`src/rtl/cyc74_pkg.sv`:
```
// Package: shared phase encoding and polynomial arithmetic for the cyclic codec.
// Assumes generator polynomials of degree at most 16.
package cyc74_pkg;

    typedef enum logic [1:0] {
        PH_IDLE = 2'd0,
        PH_LOAD = 2'd1,
        PH_CHK  = 2'd2,
        PH_FIX  = 2'd3
    } phase_t;

    // Returns x^p mod g(x), where g has degree q and is given with its x^q term.
    function automatic logic [15:0] pow_mod(input int p, input int q, input logic [16:0] g);
        logic [16:0] acc;
        acc = 17'd1;
        for (int i = 0; i < p; i++) begin
            acc = acc << 1;
            if (acc[q]) acc = acc ^ g;
        end
        return acc[15:0];
    endfunction

endpackage

```
`src/rtl/cyc_divider.sv`:
```
// Module: bit-serial division register for a degree-Q generator.
// In premultiplied form the input joins the feedback, so the register divides x^Q*m(x).
// In plain form the input enters the low stage, so it divides r(x).
// With open_fb high, the feedback and input are cut and the register shifts toward the top stage.
// Assumes Q >= 2 and that the g0 coefficient is 1.
module cyc_divider #(
    parameter int Q = 3,
    parameter logic [Q-1:0] GLOW = 3'b101
) (
    input  logic         clk,
    input  logic         rst_n,
    input  logic         clr,
    input  logic         step,
    input  logic         premul,
    input  logic         open_fb,
    input  logic         din,
    output logic [Q-1:0] rem
);
    logic [Q-1:0] r_q;
    logic [Q-1:0] nxt;
    logic         fb;
    logic         low_in;

    // Next register value from the feedback bit and the polynomial taps.
    always_comb begin
        fb     = open_fb ? 1'b0 : (r_q[Q-1] ^ (premul & din));
        low_in = ~premul & ~open_fb & din;
        nxt[0] = low_in ^ (GLOW[0] & fb);
        for (int i = 1; i < Q; i++) begin
            nxt[i] = r_q[i-1] ^ (GLOW[i] & fb);
        end
    end

    // Register update: clear has priority over a shift.
    always_ff @(posedge clk) begin
        if (!rst_n)    r_q <= '0;
        else if (clr)  r_q <= '0;
        else if (step) r_q <= nxt;
    end

    assign rem = r_q;

    p_clear_empties_r10: assert property (@(posedge clk) disable iff (!rst_n)
        clr |=> (rem == '0));

    p_open_shift_r3: assert property (@(posedge clk) disable iff (!rst_n)
        (step && open_fb && !clr) |=> (rem[0] == 1'b0 && rem[Q-1] == $past(rem[Q-2])));

endmodule

```
`src/rtl/cyc_err_map.sv`:
```
// Module: maps a syndrome to the single-bit error pattern whose remainder matches it.
// The table is computed at elaboration as x^p mod g(x) for each bit position p.
// Assumes the generator separates all N unit vectors (true for a Hamming-length code).
module cyc_err_map #(
    parameter int N = 7,
    parameter int Q = 3,
    parameter logic [16:0] GFULL = 17'b1101
) (
    input  logic [Q-1:0] syn,
    output logic [N-1:0] pat
);
    import cyc74_pkg::*;

    // One comparator per bit position against its precomputed remainder.
    for (genvar p = 0; p < N; p++) begin : g_pos
        localparam logic [15:0] SF = pow_mod(p, Q, GFULL);
        assign pat[p] = (syn == SF[Q-1:0]);
    end

    // Checks that at most one error position is ever selected.
    always_comb begin
        a_single_position_r7: assert ($onehot0(pat));
    end

endmodule

```
`src/rtl/cyc74_codec.sv`:
```
// Module: serial systematic (N,K) cyclic encoder and single-error syndrome corrector.
// start clears the word and latches mode; in_valid qualifies in_bit while a word loads.
// Encode emits K pass-through bits, then Q check bits. Decode buffers N bits, then
// issues the syndrome, the corrected word and the error flag for one cycle.
// Assumes a g(x) that gives distinct nonzero remainders for all N positions.
module cyc74_codec #(
    parameter int N = 7,
    parameter int K = 4,
    parameter logic [N-K:0] GPOLY = 4'b1101
) (
    input  logic             clk,
    input  logic             rst_n,
    input  logic             start,
    input  logic             mode,
    input  logic             in_valid,
    input  logic             in_bit,
    output logic             code_bit,
    output logic             code_valid,
    output logic [N-K-1:0]   syndrome,
    output logic [N-1:0]     dec_word,
    output logic             dec_valid,
    output logic             err_flag
);
    import cyc74_pkg::*;

    localparam int Q  = N - K;
    localparam int CW = $clog2(N + 1);
    localparam logic [Q-1:0] GLOW = GPOLY[Q-1:0];
    localparam logic [CW-1:0] LAST_MSG = CW'(K - 1);
    localparam logic [CW-1:0] LAST_RX  = CW'(N - 1);
    localparam logic [CW-1:0] LAST_CHK = CW'(Q - 1);

    phase_t        phase;
    logic          dec_mode;
    logic [CW-1:0] cnt;
    logic [N-1:0]  rxbuf;
    logic [Q-1:0]  rem;
    logic [N-1:0]  pat;
    logic          accept;
    logic          div_step;

    assign accept   = in_valid && (phase == PH_LOAD) && !start;
    assign div_step = accept || (phase == PH_CHK);

    cyc_divider #(.Q(Q), .GLOW(GLOW)) u_div (
        .clk     (clk),
        .rst_n   (rst_n),
        .clr     (start),
        .step    (div_step),
        .premul  (!dec_mode),
        .open_fb (phase == PH_CHK),
        .din     (in_bit),
        .rem     (rem)
    );

    cyc_err_map #(.N(N), .Q(Q), .GFULL(17'(GPOLY))) u_map (
        .syn (rem),
        .pat (pat)
    );

    // Phase sequencing: load bits, then shift checks (encode) or issue the result (decode).
    always_ff @(posedge clk) begin
        if (!rst_n) begin
            phase    <= PH_IDLE;
            dec_mode <= 1'b0;
            cnt      <= '0;
        end else if (start) begin
            phase    <= PH_LOAD;
            dec_mode <= mode;
            cnt      <= '0;
        end else begin
            case (phase)
                PH_LOAD: if (accept) begin
                    if (cnt == (dec_mode ? LAST_RX : LAST_MSG)) begin
                        phase <= dec_mode ? PH_FIX : PH_CHK;
                        cnt   <= '0;
                    end else begin
                        cnt <= cnt + 1'b1;
                    end
                end
                PH_CHK: begin
                    if (cnt == LAST_CHK) phase <= PH_IDLE;
                    cnt <= cnt + 1'b1;
                end
                PH_FIX:  phase <= PH_IDLE;
                default: phase <= PH_IDLE;
            endcase
        end
    end

    // Received-word buffer, first bit ending up at the top.
    always_ff @(posedge clk) begin
        if (!rst_n)                 rxbuf <= '0;
        else if (accept && dec_mode) rxbuf <= {rxbuf[N-2:0], in_bit};
    end

    // Serial encoder output: pass-through bits, then the register's top stage.
    always_ff @(posedge clk) begin
        if (!rst_n) begin
            code_bit   <= 1'b0;
            code_valid <= 1'b0;
        end else begin
            code_valid <= (accept && !dec_mode) || (phase == PH_CHK && !start);
            code_bit   <= (phase == PH_CHK) ? rem[Q-1] : in_bit;
        end
    end

    // Decode result registers, loaded once in the issue phase.
    always_ff @(posedge clk) begin
        if (!rst_n) begin
            syndrome  <= '0;
            dec_word  <= '0;
            err_flag  <= 1'b0;
            dec_valid <= 1'b0;
        end else begin
            dec_valid <= (phase == PH_FIX);
            if (phase == PH_FIX) begin
                syndrome <= rem;
                dec_word <= rxbuf ^ pat;
                err_flag <= |rem;
            end
        end
    end

    p_result_pulse_r6: assert property (@(posedge clk) disable iff (!rst_n)
        dec_valid |=> !dec_valid);

    p_result_source_r5: assert property (@(posedge clk) disable iff (!rst_n)
        $rose(dec_valid) |-> $past(phase == PH_FIX));

    p_check_run_r3: assert property (@(posedge clk) disable iff (!rst_n)
        (phase == PH_CHK && !start) |=> code_valid);

    p_idle_quiet_r4: assert property (@(posedge clk) disable iff (!rst_n)
        (phase == PH_IDLE && !start) |=> (!code_valid && !dec_valid));

    p_mode_hold_r11: assert property (@(posedge clk) disable iff (!rst_n)
        (!start && phase != PH_IDLE) |=> $stable(dec_mode));

endmodule

```
`config.mk`:
```
export PLATFORM = sky130hd
export DESIGN_NAME = cyc74_codec
export DESIGN_NICKNAME = d
export VERILOG_FILES = /design/src/rtl/cyc74_pkg.sv /design/src/rtl/cyc_divider.sv /design/src/rtl/cyc_err_map.sv /design/src/rtl/cyc74_codec.sv
export SDC_FILE = /design/constraint.sdc
export NUM_CORES = 1
export LEC_CHECK = 0
export BUFFER_PORTS_ARGS = -buffer_cell sky130_fd_sc_hd__buf_2
export CORE_MARGIN = 3
export CORE_UTILIZATION = 55
export DETAILED_ROUTE_END_ITERATION = 10
export PLACE_DENSITY_LB_ADDON = 0.15
export SYNTH_ARGS = -nofsm -noshare
export SYNTH_HDL_FRONTEND = slang
export SYNTH_SLANG_ARGS = --single-unit
```
`constraint.sdc`:
```
create_clock -name clk -period 1.6 [get_ports clk]
set_clock_uncertainty 0.2 [all_clocks]
set_input_delay 0.32 -clock clk [delete_from_list [all_inputs] [get_ports clk]]
set_output_delay 0.32 -clock clk [all_outputs]
set_load 0.01 [all_outputs]
```
### Yosys cells after proc, flatten, opt, wreduce, memory -nomap -nowiden

Index checks and enable logic that the tools add are counted.

| storage, ports and cells | value |
|---|---|
| logic and storage cells | 67 |
| output and inout port bits | 14 |
| register bits | 30 |
| bits of input ports | 6 |

| cells by class | value |
|---|---|
| bitwise logic cells | 9 |
| multiplexer cells | 12 |
| equality and inequality tests | 18 |
| $add $sub $neg | 1 |
| reduce and logical (&&, ||, !) cells | 15 |

Operator list:

| operator | count |
|---|---|
| == test 3 bit, second input constant | 4 |
| == test 3 x 2 -> 1 bit, second input constant | 3 |
| two-way mux 3 bit | 3 |
| bitwise XOR 7 bit | 1 |
| two-way mux 2 bit | 3 |
| != test 3 bit, second input constant | 2 |
| case mux 3 bit (2 select lines) | 1 |
| AND reduction 3 bit | 2 |
| logical AND 1 bit | 5 |
| == test 2 bit, second input constant | 2 |
| two-way mux 1 bit | 4 |
| != test 2 bit, second input constant | 2 |
| case mux 2 bit (2 select lines) | 1 |
| adder 3 x 1 -> 3 bit, second input constant | 1 |
| AND 1 bit | 3 |
| == test 3 x 1 -> 1 bit, second input constant | 1 |
| == test 3 bit | 1 |
| != test 3 x 2 -> 1 bit, second input constant | 1 |
| OR reduction 3 bit | 1 |
| bitwise XOR 1 bit | 3 |
| == test 2 x 1 -> 1 bit, second input constant | 1 |
| logical NOT 1 bit | 2 |
| logical OR 1 bit | 2 |
| != test 2 x 1 -> 1 bit, second input constant | 1 |
| 4 further kinds | 5 |

### Depth between registers and ports, before layout

| logic depth | value |
|---|---|
| depth in word-level cells | 6 |
| mapped depth | 5 |
| gate-level depth less buffers | 5 |

### Hierarchy

A second synthesis with hierarchy kept.

| second synthesis, totals | value |
|---|---|
| cell total of the unflattened synthesis | 162 |
| area total of the unflattened synthesis | 1475.2 um^2 |

Modules (own cells, without submodules):

| module | instances | sequential area each (um^2) | area an instance (um^2) | cells each |
|---|---|---|---|---|
| cyc74_codec | 1 | 540.5 | 1231.2 | 133 |
| cyc_divider | 1 | 60.1 | 183.9 | 22 |
| cyc_err_map | 1 | 0.0 | 60.1 | 7 |

### Least setup slack after synthesis

OpenSTA, ideal clock, no wires.

| timing path | value |
|---|---|
| path type | flip-flop to flip-flop |
| start | reg cnt[0] |
| end | reg cnt[2] |
| clock period less this slack | 1.434 ns |
| arrival | 1.119 ns |
| library setup time | 0.116 ns |
| stages on the path, launching flop included | 5 |
| slack | 0.166 ns |
| data required time | 1.284 ns |
| buffers on the path | 0 |
| cells stage by stage | dfxtp_1 > or3b_1 > a21boi_2 > nand3_1 > and3_1 |

| between the ends | value |
|---|---|
| longest elaborated chain between the ends | 4 |
| elaborated cells on any way between the ends | 5 |
| classes of those cells | add/sub (1); eq/ne (1); mux (3) |

Ends and longest elaborated chain:

| element | RTL line | text |
|---|---|---|
| start, declared | cyc74_codec.sv:35 | `logic [CW-1:0] cnt;` |
| start signal, assigned | cyc74_codec.sv:78 | `cnt <= cnt + 1'b1;` |
| start signal, assigned | cyc74_codec.sv:83 | `cnt <= cnt + 1'b1;` |
| adder 3 x 1 -> 3 bit or == test 3 bit (tied branches) | cyc74_codec.sv:78, cyc74_codec.sv:83, cyc74_codec.sv:74 |  |
| two-way mux 3 bit | cyc74_codec.sv:74 | `if (cnt == (dec_mode ? LAST_RX : LAST_MSG)) begin` |
| two-way mux 3 bit | cyc74_codec.sv:73 | `PH_LOAD: if (accept) begin` |
| case mux 3 bit (2 select lines) (*) | cyc74_codec.sv:72 | `case (phase)` |

Every way passes the cells marked *; elsewhere a longest branch is shown, timed or not. The select of a mux whose other input is x is not followed.
A chain may end at the register's enable or synchronous reset.

### Worst setup path in the final report

| timing path | value |
|---|---|
| start | reg cnt[2] |
| end | reg cnt[2] |

The elaborated chain is that of the path after synthesis.

==> key figures <==
Run status
  • Status: finished, final reports clean

Critical path
  • Setup crit end kind: flip-flop
  • CP startpoint kind: flip-flop
  • Max stage delay cell, worst path: or3b_1
  • Critical Path AT: roughly 1.6 ns
  • R2R Setup Slk: ~0.08 ns
  • R2r startpoint: cnt[2]
  • Reg2Reg Depth: 4
  • Worst path max stage delay: 0.40 ns
  • R2R Path End: cnt[2]
  • Cells along the critical path: or3b_1 -> a21boi_2 -> nand3_1 -> and3_1
  • CP required: around 1.6 ns
  • Setup CP Type: reg -> reg
  • CP max FO: 4

STA
  • Post-route clock period utilization: between 90% and 100%
  • Setup TNS: 0 ns
  • FMAX: roughly 660 MHz
  • RSZ-0062 raised after global routing: false
  • Crit path time final: around 1.5 ns
  • Slew Limit Fails: 0
  • Setup ws final: between 0.07 and 0.08 ns
  • Worst slew pin tran: 0.344 ns
  • Final Hold Fails: 0
  • Rel. slew slack: 77.0%
  • Final setup fails: 0

Synthesis
  • Top post-synthesis cells by area: dfxtp_1, nand2_1, o211a_1, o21ai_0, a21boi_1
  • Netlist Area Pre-Place: between 1000 and 1500 um^2
  • Library cells used by synthesis: 37
  • Syn_nets: about 160
  • Yosys reg bits: 30
  • Post-Synthesis Cells: ~160
  • YS warnings: 0
  • Mapped Avg Cell Area: around 9 um^2
  • Share of the synthesized area in the top cell type: between 40% and 50%
  • Register area share after synthesis: between 40 and 50%
  • Cell taking the most area after synthesis: dfxtp_1

Detailed routing
  • Routed wl met2: about 1400 um
  • Post-route ant nets: 0
  • M1 wire length: 1300 um
  • Starting DRC count in detailed routing: 51
  • Wire per inst: between 10 and 15 um
  • Top sig layer: met4
  • DRC viols: 0
  • DR vias: between 1000 and 1500
  • Routed wire length: 2930 um
  • Vias/cell: around 6
  • 1st-pass router iterations: 5
  • Met3 routed WL: roughly 200 um

Final layout
  • Register area: between 600 and 700 um^2
  • Share of cells above drive strength 1: a little under a quarter
  • Nets: ~190
  • Area of the multi-input gates: between 700 and 800 um^2
  • Area growth from synthesis to layout: 16.4%
  • Fin util: between 70% and 80%
  • Diode count: 0
  • Fillers: around 190

Floorplan
  • CORE AREA: 2300 um^2
  • Full die area: roughly 3200 um^2
  • Die height: 56.2 um
  • Die width: 56.2 um
  • Row cnt: 17
  • Initial Util: 60.3%
  • Number of primary I/O pins: 20

CTS
  • Worst-path clk slew: 0.09 ns
  • CTS Root Cell: clkbuf_4
  • Clock latency on the worst-skew pair: about 0.33 ns
  • Clk buf depth: 2
  • H-tree levels: 2
  • Num Clock Sinks: 30
  • Setup Buffers After CTS: 0
  • CTS Buf Count: 5
  • TritonCTS clock tree: done

Placed design
  • I/O Buffers: 19
  • Post-DP HPWL: 2210 um
  • Global placement routability congestion: between 0.8 and 0.9
  • Post-Place Setup Slack: around 0.033 ns

Global routing
  • First-pass GRT wire length: 5130 um
  • Antenna violations before repair: 0
  • GRT Total Usage: approximately a fifth
  • Total congestion overflow: 0
  • Vias in the first global route: 1191
  • Largest net degree at the start of global routing: 20

Power and ir drop
  • Maximum vdd drop: a little over 0.7 mV
  • Leak: between 0.7 and 0.8 nW
  • Power per cell area: about 780 nW/um^2

Worst hold path
  • Worst Min Path Start: in_valid
  • Hold Path Depth: 2
  • Hold endpoint: phase[0]
  • Worst hold path type: in -> reg

Run
  • Max capacitance violation total: 0
state kept, by name, indices dropped and copies added, names as in the netlist:
name / flops
rxbuf: 7
syndrome: 3
dec_valid: 1
cnt: 3
phase: 2
dec_mode: 1
err_flag: 1
code_bit: 1
code_valid: 1
u_div.rem: 3
dec_word: 7
layout make-up:
cell class	count	share of cell area [%]
Sequential cell	30	37.3
Inverter	2	0.465
Clock buffer	5	2.33
Multi-Input combinational cell	115	46.1
Tap cell	28	2.17
Timing Repair Buffer	30	11.0
Clock inverter	2	0.620
report_power, final:
group	switching [W]	internal, W
registers	0.00000688	0.000752
logic	0.0000409	0.0000334
clock network	0.000264	0.000158
total	0.000312	0.000943
logic make-up (layout without fill, tap and decap cells):
logic type	after synthesis	after routing	share of synthesized area [%]
adders and majority gates	2	2	1.80
DFF	30	30	43.3
AOI/OAI and AO/OA	41	41	20.8
and+or+nand+nor	62	62	24.4
buffers and inverters	10	39	3.34
xor gates and xnor gates	9	9	5.69
muxes	1	1	0.722
metrics by stage:
stage / power (W) / area, um^2 / hold slack [ns] / std cells
after CTS: 0.00126 / 1610 / 0.00636 / 212
after floorplan: 0.000816 / 1390 / 0.220 / 155
final: 0.00125 / 1610 / 0.0173 / 212
after global placement: 0.000846 / 1560 / 0.249 / 205
after global routing: 0.00130 / 1610 / 0.0195 / 212
after detailed placement: 0.000850 / 1560 / 0.253 / 205
cells in the final DEF, fill, tap and decap left out, types with 2 or more instances in the layout:
cell type  instances
a211oi_1           2
o21ai_1            2
a21oi_1            4
nor2_1             5
dfxtp_1           29
a21boi_0           4
nor2b_1            5
nand3_1            4
xnor2_1            5
a21boi_1           7
inv_1              2
ha_1               2
nand2b_1           2
buf_4             11
nand3b_1           5
and3_1             2
clkinv_2           2
o211a_1            7
xor2_1             4
buf_2             19
nand2_1           24
clkbuf_4           5
nor3b_1            4
o21ai_0           11
nor3_1             2
per-layer routing:
layer | up-vias | track usage, %
met5 | - | 0
met4 | 0 | 7.46
met3 | 8 | 7.89
met2 | 41 | 33.9
met1 | 580 | 24.5
li1 | 606 | -
worst max-delay path, delay by kind of cell, from the launching register on:
kind | cells | cell delay (ns)
AND/OR/NAND/NOR | 3 | 0.69
flip-flops | 1 | 0.36
AO/OA/AOI/OAI | 1 | 0.17
worst max path at each step:
stage / start / end / cells after the start
CTS: phase[1] / cnt[0] / 5
finish: cnt[2] / cnt[2] / 4
floorplan: cnt[0] / cnt[2] / 4
global placement: in_bit / u_div.rem[2] / 5
global route: phase[0] / rxbuf[5] / 4
detailed placement: start / cnt[0] / 5
cell usage after synthesis:
master    instances
o21ai_1           2
nand3b_1          5
nor2_2            2
o41ai_1           1
nor2b_1           5
or3_1             1
nor3_1            2
a21boi_1          7
o211a_1           7
o32ai_1           1
or3b_1            1
xor2_1            4
nor3b_1           4
a21boi_0          4
clkbuf_1          3
nand2b_1          2
and3_1            2
a211oi_1          2
o21ai_0          11
xnor2_1           5
mux2i_1           1
and2_1            1
nor4b_2           1
nand2_1          24
nand3_1           4
and4bb_1          1
nor2_1            5
inv_1             2
dfxtp_1          30
nor4_1            1
ha_1              2
buf_4             1
and2b_1           1
buf_2             4
a31oi_1           1
a21oi_1           4
a21boi_2          1
repair_timing:
item	in CTS	in global routing
endpoints found under the setup margin	0	6
hold buffers	0	0
gates resized for setup	0	2
No activity file was read; power rests on OpenSTA's default activity.
